===== src/rtl/ntl_pkg.sv =====
`timescale 1ns/1ps
package ntl_pkg;

  // decoded request after priority resolution
  typedef enum logic [1:0] {
    REQ_NONE = 2'd0,
    REQ_CALL = 2'd1,
    REQ_IRET = 2'd2,
    REQ_RET  = 2'd3
  } reqKind_e;

  // control -> datapath strobes
  typedef struct packed {
    logic doCall;    // accepted call-type switch
    logic doReturn;  // accepted nested return
  } ntlStrobe_t;

endpackage


===== src/rtl/ntl_ctrl.sv =====
`timescale 1ns/1ps
module ntl_ctrl
  import ntl_pkg::*;
(
  input  logic       clk,
  input  logic       rstN,
  input  logic       callReq,
  input  logic [1:0] callKind,
  input  logic       iretReq,
  input  logic       retReq,
  input  logic       targetBusy,
  input  logic       ntFlag,
  output ntlStrobe_t strobe,
  output logic       switchDone,
  output logic       gpFault
);

  reqKind_e reqKind;
  logic     callIsSwitch;
  logic     accept;
  logic     raiseFault;

  // every call source resolves to the same linking switch
  always_comb begin
    case (callKind)
      2'd0:    callIsSwitch = 1'b1;  // call gate
      2'd1:    callIsSwitch = 1'b1;  // task gate
      2'd2:    callIsSwitch = 1'b1;  // hardware interrupt / exception
      default: callIsSwitch = 1'b1;  // software interrupt
    endcase
  end

  // fixed priority: call, then iret, then ret
  always_comb begin
    if (callReq)      reqKind = REQ_CALL;
    else if (iretReq) reqKind = REQ_IRET;
    else if (retReq)  reqKind = REQ_RET;
    else              reqKind = REQ_NONE;
  end

  // the cycle carrying a fault strobe accepts nothing
  assign accept = !gpFault;

  always_comb begin
    strobe          = '0;
    raiseFault      = 1'b0;
    if (accept) begin
      unique case (reqKind)
        REQ_CALL: begin
          if (callIsSwitch && !targetBusy) strobe.doCall = 1'b1;
          else                             raiseFault    = 1'b1;
        end
        REQ_IRET: strobe.doReturn = ntFlag;
        REQ_RET:  strobe.doReturn = 1'b0;  // never a task switch
        default:  strobe.doReturn = 1'b0;
      endcase
    end
  end

  always_ff @(posedge clk) begin
    if (!rstN) begin
      switchDone <= 1'b0;
      gpFault    <= 1'b0;
    end else begin
      switchDone <= strobe.doCall | strobe.doReturn;
      gpFault    <= raiseFault;
    end
  end

endmodule


===== src/rtl/ntl_datapath.sv =====
`timescale 1ns/1ps
module ntl_datapath
  import ntl_pkg::*;
#(
  parameter int NUM_TASKS = 8,
  localparam int SEL_W    = $clog2(NUM_TASKS)
) (
  input  logic                 clk,
  input  logic                 rstN,
  input  ntlStrobe_t           strobe,
  input  logic [SEL_W-1:0]     callTarget,
  output logic [SEL_W-1:0]     curSel,
  output logic                 ntFlag,
  output logic [NUM_TASKS-1:0] busyVec,
  output logic                 targetBusy
);

  logic [SEL_W-1:0] linkTab  [NUM_TASKS];
  logic [NUM_TASKS-1:0] savedNt;
  logic [SEL_W-1:0] backSel;

  assign targetBusy = busyVec[callTarget];
  assign backSel    = linkTab[curSel];

  // per-task descriptor state: busy bit, back-link, saved flag
  for (genvar g = 0; g < NUM_TASKS; g++) begin : gSlot
    localparam logic [SEL_W-1:0] MY_SEL = SEL_W'(g);
    logic             busyQ;
    logic [SEL_W-1:0] linkQ;
    logic             ntQ;

    always_ff @(posedge clk) begin
      if (!rstN) begin
        busyQ <= (g == 0);
        linkQ <= '0;
        ntQ   <= 1'b0;
      end else begin
        if (strobe.doCall && callTarget == MY_SEL) begin
          busyQ <= 1'b1;
          linkQ <= curSel;
        end
        if (strobe.doCall && curSel == MY_SEL) ntQ <= ntFlag;
        if (strobe.doReturn && curSel == MY_SEL) busyQ <= 1'b0;
      end
    end

    assign busyVec[g] = busyQ;
    assign linkTab[g] = linkQ;
    assign savedNt[g] = ntQ;
  end

  // task register and nested-task flag
  always_ff @(posedge clk) begin
    if (!rstN) begin
      curSel <= '0;
      ntFlag <= 1'b0;
    end else if (strobe.doCall) begin
      curSel <= callTarget;
      ntFlag <= 1'b1;
    end else if (strobe.doReturn) begin
      curSel <= backSel;
      ntFlag <= savedNt[backSel];
    end
  end

endmodule


===== src/rtl/nested_task_link.sv =====
`timescale 1ns/1ps
module nested_task_link
  import ntl_pkg::*;
#(
  parameter int NUM_TASKS = 8,
  localparam int SEL_W    = $clog2(NUM_TASKS)
) (
  input  logic                 clk,
  input  logic                 rstN,
  input  logic                 callReq,
  input  logic [1:0]           callKind,
  input  logic [SEL_W-1:0]     callTarget,
  input  logic                 iretReq,
  input  logic                 retReq,
  output logic [SEL_W-1:0]     curSel,
  output logic                 ntFlag,
  output logic [NUM_TASKS-1:0] busyVec,
  output logic                 switchDone,
  output logic                 gpFault
);

  ntlStrobe_t strobe;
  logic       targetBusy;

  ntl_ctrl uCtrl (
    .clk        (clk),
    .rstN       (rstN),
    .callReq    (callReq),
    .callKind   (callKind),
    .iretReq    (iretReq),
    .retReq     (retReq),
    .targetBusy (targetBusy),
    .ntFlag     (ntFlag),
    .strobe     (strobe),
    .switchDone (switchDone),
    .gpFault    (gpFault)
  );

  ntl_datapath #(.NUM_TASKS(NUM_TASKS)) uDp (
    .clk        (clk),
    .rstN       (rstN),
    .strobe     (strobe),
    .callTarget (callTarget),
    .curSel     (curSel),
    .ntFlag     (ntFlag),
    .busyVec    (busyVec),
    .targetBusy (targetBusy)
  );

endmodule


===== config.mk =====
export PLATFORM = sky130hd
export DESIGN_NAME = nested_task_link
export DESIGN_NICKNAME = d
export VERILOG_FILES = /design/src/rtl/ntl_pkg.sv /design/src/rtl/ntl_ctrl.sv /design/src/rtl/ntl_datapath.sv /design/src/rtl/nested_task_link.sv
export SDC_FILE = /design/constraint.sdc
export NUM_CORES = 1
export LEC_CHECK = 0
export BUFFER_PORTS_ARGS = -buffer_cell sky130_fd_sc_hd__buf_2
export CAP_MARGIN = 10
export CORE_UTILIZATION = 62
export DETAILED_ROUTE_END_ITERATION = 10
export HOLD_SLACK_MARGIN = 0.15
export PLACE_DENSITY_LB_ADDON = 0.1
export SYNTH_ARGS = -nofsm -noshare
export SYNTH_HDL_FRONTEND = slang
export SYNTH_SLANG_ARGS = --single-unit

===== constraint.sdc =====
create_clock -name clk -period 6.4 [get_ports clk]
set_clock_uncertainty 0.15 [all_clocks]
set_input_delay 1.28 -clock clk [delete_from_list [all_inputs] [get_ports clk]]
set_output_delay 1.28 -clock clk [all_outputs]
set_load 0.02 [all_outputs]

==> reports/results.txt, run 1 <==
hpwl dp: 3270 um
Clock transition at path regs: 0.08 ns
FFs w/ async S/R, synth: 0
critical-path cell list: buf_2 -> mux4_2 -> mux2_4 -> or3b_1 -> nor3_4 -> mux2i_1 -> nor2b_1
Post-synth EDFFs: 0
Seq/Total Area, Yosys: 0.3959
remaining antenna violation count after routing: 0
syn_area_per_cell: 10.29 um^2
CP max stage cell: or3b_1
clock latency at the later pin of the worst-skew pair: 0.30 ns
clock share of power: 0.307
f_max: 0.2752 GHz
Core Util, Final: 0.7009
GP Congestion: 0.8649
CP max stage delay: 0.62 ns
Multi-input gate area: 0.001247 mm^2
RSZ-0062 raised after global routing: false
WHS Endpoint: uDp.gSlot[7].busyQ
sequential power share: 0.561
Layout area overhead: 4.518%
Hold Fails Final Rpt: 0
#FFs+latches synth: 46
drc violations: 0
Gate power share: 0.133
Post-CTS Setup Repair Bufs: 0
hold_buf cts: 0
GR Util All Layers: 0.2557
CP Data Arrival Time: 3.67 ns
fin crit share: 0.5677
Area contributors post-synth: dfxtp_1 40%, mux2i_1 15%, nor2b_1 9.1%, mux4_2 5.8%, o221a_2 2.9%
reg2reg start: uDp.gSlot[7].busyQ
share of the synthesized area in the top cell type: 0.3959
height of the die: 63.25 um
Nets: 239
Core Region: 0.003468 mm^2
1st-iter DRT viols: 180
Tightest Hold Check Type: reg -> reg
total power: 541.5 uW
cells after synthesis: 226
measured slew at the worst slew-check pin: 0.7506 ns
cell-internal power: 395.4 uW
relative slew slack: 0.4989
mapped cell area: 0.002326 mm^2
CTS-repair resized insts: 0
Net Sw Frac: 0.2698
final setup vio count: 0
register area: 920.9 um^2
max cap viols: 0
met3 global-route usage: 0.05616
Ports: 24
crit end category: flop
pwr/cell area: 222.7 mW/mm^2
CTS Buf Count: 5
initial antenna violation count: 0
die area: 0.004001 mm^2
setup TNS: 0 ns
switching pwr: 146.1 uW
clock buffer depth: 2
Most Used Layer, Global Route: met2
Final Max Tran Viols: 0
vias in the first global route: 1595
count leader, synth: dfxtp_1
min cycle time layout: 3.633 ns
# port buffers: 20
Req. time, crit path: 6.44 ns
routing usage on met2: 0.4220
largest area contributor in the netlist: dfxtp_1
first-pass GRT wire length: 7783 um
status: finished clean
Initial DRT Pass Iterations: 4
Layout Cells excl Fill: 275
Via Count: 1646
CTS tree: built
LEAKAGE: 0.8941 nW
CP max FO: 9
Antenna Cells: 0
Critical Path Source Type: input pin
Synth cell types: 39
Clock Root Buffer: clkbuf_8
WL final: 4608 um
R2R Setup Slk: 3.70 ns
Critical R2R Capture: uDp.gSlot[2].linkQ[2]
cell total after placement: 268
number of vias per cell: 5.985
Synth Net Count: 236
CTS Sinks: 46
YS warnings: 0
total gr overflow: 0
Worst Min Path Start: uDp.gSlot[7].busyQ
most frequent cells after synthesis: 46 x dfxtp_1, 35 x mux2i_1, 34 x nor2b_1, 12 x clkbuf_1, 11 x nand3_1
maximum vdd drop: 0.1228 mV
cell depth of the worst flop-to-flop path: 6
WHS Path Cells: 2
met1 Usage GRT: 0.3184
pin count of the biggest net entering global routing: 47
WL/cell: 16.76 um
DIE WIDTH: 63.25 um
fillers: 266
Synth Flop Type: dfxtp_1
kind of critical path: in -> reg
effective utilization at floorplan: 0.6706
row count: 21
fraction of layout cells with a size suffix above 1: 0.2227
CTS H-tree lvls: 2
-- metrics by stage --
step                      worst slack, ns  hold slack (ns)  cell area, um^2
after floorplan                     2.911           0.2843             2326
after global placement              2.495           0.2957             2352
after detailed placement            2.448           0.3090             2352
after global routing                2.637           0.3656             2431
after CTS                           2.763           0.3205             2431
final                               2.767           0.3179             2431
-- registers in the layout (all words and copies together) (netlist names) --
signal / flops
uCtrl.gpFault: 1
uCtrl.switchDone: 1
uDp.curSel: 3
uDp.gSlot.busyQ: 8
uDp.gSlot.linkQ: 24
uDp.gSlot.ntQ: 8
uDp.ntFlag: 1
-- logic make-up after synthesis --
| family | after synthesis | share of synthesized area |
|---|---|---|
| buffers and inverters | 29 | 0.06777 |
| multiplexers | 45 | 0.2297 |
| flip-flops | 46 | 0.3959 |
| AO/OA/AOI/OAI | 25 | 0.08176 |
| AND/OR/NAND/NOR | 81 | 0.2249 |
-- critical path: cells and delay by family --
kind / cells / cell delay (ns)
and+or+nand+nor: 3 / 1.07
buffers and inverters: 1 / 0.21
muxes: 3 / 1.10
-- power groups by stage --
stage	logic [mW]	clock network (mW)	registers [mW]
finish	0.0718	0.166	0.304
global route	0.0777	0.183	0.305
CTS	0.0715	0.171	0.304
detailed placement	0.0713	0	0.311
global placement	0.0698	0	0.310
floorplan	0.0617	0	0.306
-- worst max path at each step --
stage                   from                     to  slack [ns]  cells past startpoint
4_1_cts        callTarget[0]  uDp.gSlot[2].linkQ[2]        2.76                      7
5_1_grt        callTarget[0]  uDp.gSlot[2].linkQ[2]        2.64                      7
3_3_place_gp   callTarget[0]  uDp.gSlot[0].linkQ[1]        2.50                      7
6_report       callTarget[0]  uDp.gSlot[2].linkQ[2]        2.77                      7
2_1_floorplan  callTarget[1]  uDp.gSlot[0].linkQ[0]        2.91                      8
3_5_place_dp   callTarget[0]  uDp.gSlot[2].linkQ[2]        2.45                      7
-- layer usage --
layer	up-vias	routed length (um)
met1	791	2043
met5	-	0
met2	47	2230
li1	801	-
met3	7	254
met4	0	80
-- cells in the final DEF (no fill, tap or decap), types with 2 or more instances in the layout --
master,synthesis,routed
buf_2,3,20
inv_1,3,3
a22oi_1,2,2
buf_4,8,2
nand3_1,11,11
mux2i_1,35,35
nor3_4,3,3
mux4_2,6,6
a21boi_0,2,2
o221a_2,6,6
nand2_1,8,8
nand4b_1,2,2
nand3b_1,2,2
o22ai_1,2,2
o21ai_0,6,6
clkinv_2,0,2
nand2b_1,4,4
a21oi_1,2,2
clkbuf_8,0,5
nor2_1,4,4
nor2b_1,34,34
mux2_2,3,3
dfxtp_1,46,46
nor3_1,5,5
-- area by class of cell --
cell class	count	area share
tap	46	0.02367
clock buffer	5	0.02831
inverter	3	0.004632
clock inverter	2	0.004117
timing repair buffer	22	0.04735
multi-input combinational	151	0.5131
sequential	46	0.3788
Note: power is estimated with default switching activity, not from simulation.
==> inputs of run 2 (changes only) <==
Settings changed: CORE_UTILIZATION 62 to 58.
Clock period 6.4 ns to 3.35 ns, I/O delays scaled along.
==> reports/results.txt, run 2 (synthesis gave the netlist of run 1 again) <==
Initial DRT Pass Iterations: 4
sequential power share: 0.553
die area: 0.004267 mm^2
Req. time, crit path: 3.39 ns
LEAKAGE: 0.9136 nW
Clock Root Buffer: clkbuf_8
CP max stage cell: mux4_2
Top Registers: uDp.gSlot.linkQ: 24 flops, uDp.gSlot.busyQ: 8 flops, uDp.gSlot.ntQ: 8 flops
CTS tree: built
clock share of power: 0.315
Final Max Tran Viols: 0
status: finished clean
final setup vio count: 0
# port buffers: 20
Nets: 243
most frequent cells in the layout: 46 x dfxtp_1, 35 x mux2i_1, 34 x nor2b_1, 20 x buf_2, 11 x nand3_1
Net Sw Frac: 0.2625
maximum vdd drop: 0.2855 mV
fin crit share: 0.8425
max reg flops: 24
total gr overflow: 0
Hold Fails Final Rpt: 0
switching pwr: 277.0 uW
vias in the first global route: 1589
CP Data Arrival Time: 2.86 ns
clock buffer depth: 2
Largest Register: uDp.gSlot.linkQ
Worst Min Path Start: uDp.gSlot[7].busyQ
commonest non-fill, non-tap cell in the layout: dfxtp_1
number of vias per cell: 5.861
CTS-repair resized insts: 0
max cap viols: 0
WL final: 4649 um
measured slew at the worst slew-check pin: 0.7758 ns
WL/cell: 16.60 um
Gate power share: 0.132
min cycle time layout: 2.823 ns
Post-CTS Setup Repair Bufs: 0
CTS Buf Count: 5
pwr/cell area: 427.6 mW/mm^2
cell-internal power: 778.0 uW
relative slew slack: 0.4821
Tightest Hold Check Type: reg -> reg
DIE WIDTH: 65.33 um
Layout area overhead: 6.079%
RSZ-0062 raised after global routing: false
effective utilization at floorplan: 0.6213
Core Region: 0.003744 mm^2
drc violations: 0
crit path from: callTarget[0]
critical-path cell list: buf_2 -> mux4_2 -> mux2_4 -> or3b_1 -> buf_4 -> nor4_4 -> mux2i_1 -> nor2b_1
kind of critical path: in -> reg
GR Util All Layers: 0.2363
Critical Path Source Type: input pin
initial antenna violation count: 0
CTS Sinks: 46
fraction of layout cells with a size suffix above 1: 0.2328
hold_buf cts: 0
CTS H-tree lvls: 2
height of the die: 65.33 um
1st-iter DRT viols: 83
clock latency at the later pin of the worst-skew pair: 0.29 ns
R2R Setup Slk: 0.74 ns
pin count of the biggest net entering global routing: 47
remaining antenna violation count after routing: 0
hpwl dp: 3332 um
CP max stage delay: 0.52 ns
f_max: 0.3543 GHz
CP max FO: 9
Ports: 24
total power: 1.055 mW
reg2reg start: uDp.gSlot[7].busyQ
Antenna Cells: 0
first-pass GRT wire length: 7631 um
crit end category: flop
hold slack: 0.3336 ns
setup TNS: 0 ns
GP Congestion: 0.8455
Clock transition at path regs: 0.08 ns
Via Count: 1641
row count: 22
run 2: changes by cell type in the layout (fill, tap and decap cells not counted), sizes merged:
| cell | before | now |
|---|---|---|
| clkinv | 2 | 0 |
| clkbuf | 5 | 6 |
| buf | 22 | 26 |
run 2: power groups by stage:
stage | Combinational [mW] | Clock, mW | Sequential, mW
floorplan | 0.118 | 0 | 0.585
global placement | 0.136 | 0 | 0.595
detailed placement | 0.138 | 0 | 0.597
CTS | 0.139 | 0.338 | 0.584
global route | 0.151 | 0.360 | 0.586
finish | 0.139 | 0.332 | 0.584
run 2: cell type report:
| class | instances | area, um^2 |
|---|---|---|
| repair buffers | 26 | 145.1 |
| clock buffers | 6 | 82.58 |
| fillers | 313 | 1276 |
| multi-input cells | 151 | 1247 |
| flip-flops and latches | 46 | 920.9 |
| inverters | 3 | 11.26 |
| well taps | 48 | 60.06 |
run 2: path summary, 6_finish.rpt:
kind	to	cells past startpoint
setup / recovery	uDp.gSlot[0].linkQ[0]	8
hold reg to reg	uDp.gSlot[7].busyQ	2
setup reg to reg	uDp.gSlot[0].linkQ[0]	7
hold / removal	uDp.gSlot[7].busyQ	2
run 2: worst max-delay path, delay by kind of cell:
| family | cells | cell delay, ns |
|---|---|---|
| buf+inv | 2 | 0.32 |
| simple gates | 3 | 0.80 |
| mux | 3 | 1.06 |
run 2: metal layers:
metal / up-vias / global-route usage / part of all wire
met1: 798 / 0.3059 / 0.47
met2: 35 / 0.4034 / 0.49
met4: 0 / 0.06250 / 0.0037
met5: - / 0 / 0
li1: 804 / - / -
met3: 4 / 0.04167 / 0.032
run 2: metrics by stage:
step / std cells / util / setup WS (ns) / area, um^2
after global routing: 280 / 0.6591 / 0.4334 / 2467
after floorplan: 226 / - / 0.4715 / 2326
after global placement: 274 / 0.6370 / 0.2423 / 2385
after CTS: 280 / 0.6591 / 0.5212 / 2467
final: 280 / 0.6591 / 0.5275 / 2467
after detailed placement: 274 / 0.6370 / 0.2185 / 2385
==> inputs of run 3 (changes only) <==
Settings changed: ABC_AREA set to 1, CORE_UTILIZATION 58 to 52.
Clock period 3.35 ns to 2.3 ns, I/O delays scaled along.
==> reports/results.txt, run 3 <==
LEAKAGE: 1.205 nW
hpwl dp: 4012 um
height of the die: 68.86 um
Antenna Cells: 0
Seq/Total Area, Yosys: 0.3961
Req. time, crit path: 2.36 ns
Hold Fails Final Rpt: 0
most frequent cells after synthesis: 78 x nand2_1, 59 x nor2_1, 46 x dfxtp_1, 42 x inv_1, 28 x o21ai_0
relative slew slack: 0.7042
Post-CTS Setup Repair Bufs: 0
Worst Setup EP: uDp.ntFlag
CTS tree: built
drc violations: 0
CP Data Arrival Time: 2.06 ns
Tightest Hold Check Type: reg -> reg
hold_buf cts: 0
count leader, synth: nand2_1
#FFs+latches synth: 46
1st-iter DRT viols: 139
most frequent cells in the layout: 78 x nand2_1, 59 x nor2_1, 46 x dfxtp_1, 42 x inv_1, 28 x o21ai_0
Critical R2R Capture: uDp.ntFlag
DIE WIDTH: 68.86 um
number of vias per cell: 5.283
Ports: 24
GP Congestion: 0.8571
Top Registers: uDp.gSlot.linkQ: 24 flops, uDp.gSlot.busyQ: 8 flops, uDp.gSlot.ntQ: 8 flops
min cycle time layout: 1.999 ns
Initial DRT Pass Iterations: 4
CTS Sinks: 46
f_max: 0.5003 GHz
first-pass GRT wire length: 8935 um
cell depth of the worst flop-to-flop path: 13
YS warnings: 0
mapped cell area: 0.002325 mm^2
fillers: 427
WL/cell: 13.35 um
reg2reg start: uDp.curSel[1]
Synth Flop Type: dfxtp_1
status: finished clean
WHS Path Cells: 2
CTS Buf Count: 5
max cap viols: 0
switching pwr: 470.7 uW
Layout area overhead: 8.342%
cells after synthesis: 355
Worst Min Path Start: uDp.gSlot[5].ntQ
pwr/cell area: 629.7 mW/mm^2
Post-synth EDFFs: 0
total gr overflow: 0
Via Count: 2219
row count: 23
clock buffer depth: 2
WL final: 5608 um
vias in the first global route: 1918
Multi-input gate area: 0.001115 mm^2
Net Sw Frac: 0.2968
setup TNS: 0 ns
# port buffers: 20
kind of critical path: reg -> reg
RSZ-0062 raised after global routing: false
sequential power share: 0.535
Critical Path Source Type: flop
cell total after placement: 413
GR Util All Layers: 0.2616
pin count of the biggest net entering global routing: 27
remaining antenna violation count after routing: 0
R2R Setup Slk: 0.30 ns
crit path from: uDp.curSel[1]
clock share of power: 0.300
FFs w/ async S/R, synth: 0
share of the synthesized area in the top cell type: 0.3961
Final Max Tran Viols: 0
commonest non-fill, non-tap cell in the layout: nand2_1
Core Region: 0.004144 mm^2
CP max FO: 8
CTS H-tree lvls: 2
fraction of layout cells with a size suffix above 1: 0.1270
die area: 0.004742 mm^2
Synth Net Count: 365
Clock transition at path regs: 0.09 ns
effective utilization at floorplan: 0.5610
Gate power share: 0.164
final setup vio count: 0
largest area contributor in the netlist: dfxtp_1
initial antenna violation count: 0
register area: 920.9 um^2
measured slew at the worst slew-check pin: 0.4404 ns
crit end category: flop
Nets: 380
Synth cell types: 27
cell-internal power: 1.115 mW
maximum vdd drop: 0.4431 mV
Area contributors post-synth: dfxtp_1 40%, nand2_1 13%, nor2_1 9.5%, inv_1 6.8%, o21ai_0 6.0%
clock latency at the later pin of the worst-skew pair: 0.30 ns
fin crit share: 0.8690
Clock Root Buffer: clkbuf_8
Core Util, Final: 0.6078
Largest Register: uDp.gSlot.linkQ
CTS-repair resized insts: 0
syn_area_per_cell: 6.549 um^2
Layout Cells excl Fill: 420
max reg flops: 24
==> run 3: changes by cell type after synthesis, sizes merged, moves of 5 or more <==
cell / previous run / this run
nor2: 4 / 61
nand3: 11 / 24
o221a: 6 / 0
a21oi: 2 / 28
nand4: 0 / 7
mux4: 6 / 0
o21ai: 6 / 28
inv: 3 / 43
nor3: 8 / 3
mux2i: 35 / 0
nor2b: 34 / 0
nand2: 8 / 82
==> run 3: kinds of logic (layout without fill, tap and decap cells) <==
kind of cell	Yosys count	in the layout	synth area share
compound gates	61	61	0.1372
buf+inv	66	81	0.1243
flops	46	46	0.3961
simple gates	182	182	0.3423
==> run 3: metal layers <==
metal / vias to the layer above / wire length (um) / track usage
li1: 1148 / - / -
met1: 1014 / 2751 / 0.3595
met2: 53 / 2450 / 0.4053
met3: 4 / 347 / 0.05263
met4: 0 / 58 / 0.08929
met5: - / 0 / 0
==> run 3: worst max-delay path, stage by stage (launching register included) <==
cell and delay (ns):
dfxtp_1 0.49, inv_1 0.20, nand2_1 0.25, nor2_1 0.07, nor2_1 0.14, nand2_1 0.08, nand2_1 0.06, nand2_1 0.11
nand3_1 0.11, nand2_1 0.05, nand2_1 0.05, nand3_1 0.06, nand2_1 0.06, inv_1 0.03
==> run 3: final cells by class <==
cell class	instances	share of cell area
Timing Repair Buffer	30	0.06955
Clock inverter	1	0.002981
Tap cell	50	0.02484
Clock buffer	6	0.02881
Inverter	44	0.06557
Multi-Input combinational cell	243	0.4426
Sequential cell	46	0.3656
==> run 3: power by group through the flow <==
stage / Combinational, mW / Sequential (mW) / Clock (mW)
5_1_grt: 0.291 / 0.854 / 0.516
2_1_floorplan: 0.186 / 0.867 / 0
3_3_place_gp: 0.256 / 0.867 / 0
4_1_cts: 0.259 / 0.849 / 0.496
6_report: 0.260 / 0.849 / 0.477
3_5_place_dp: 0.258 / 0.868 / 0
==> run 3: how the worst min path moves through the flow <==
| stage | end |
|---|---|
| after floorplan | uDp.gSlot[6].ntQ |
| after global placement | uDp.gSlot[6].ntQ |
| after detailed placement | uDp.gSlot[6].ntQ |
| after CTS | uDp.gSlot[6].ntQ |
| after global routing | uDp.gSlot[5].ntQ |
| final | uDp.gSlot[5].ntQ |
==> run 3: metrics by stage <==
| step | hold slack, ns | total power, mW | worst slack (ns) | instance area (um^2) |
|---|---|---|---|---|
| 4_1_cts | 0.3090 | 1.604 | 0.3102 | 2519 |
| 3_5_place_dp | 0.2949 | 1.125 | 0.09583 | 2439 |
| 6_report | 0.3079 | 1.586 | 0.3012 | 2519 |
| 2_1_floorplan | 0.2732 | 1.053 | 0.4508 | 2325 |
| 3_3_place_gp | 0.2881 | 1.124 | 0.1225 | 2439 |
| 5_1_grt | 0.3287 | 1.660 | 0.1372 | 2519 |
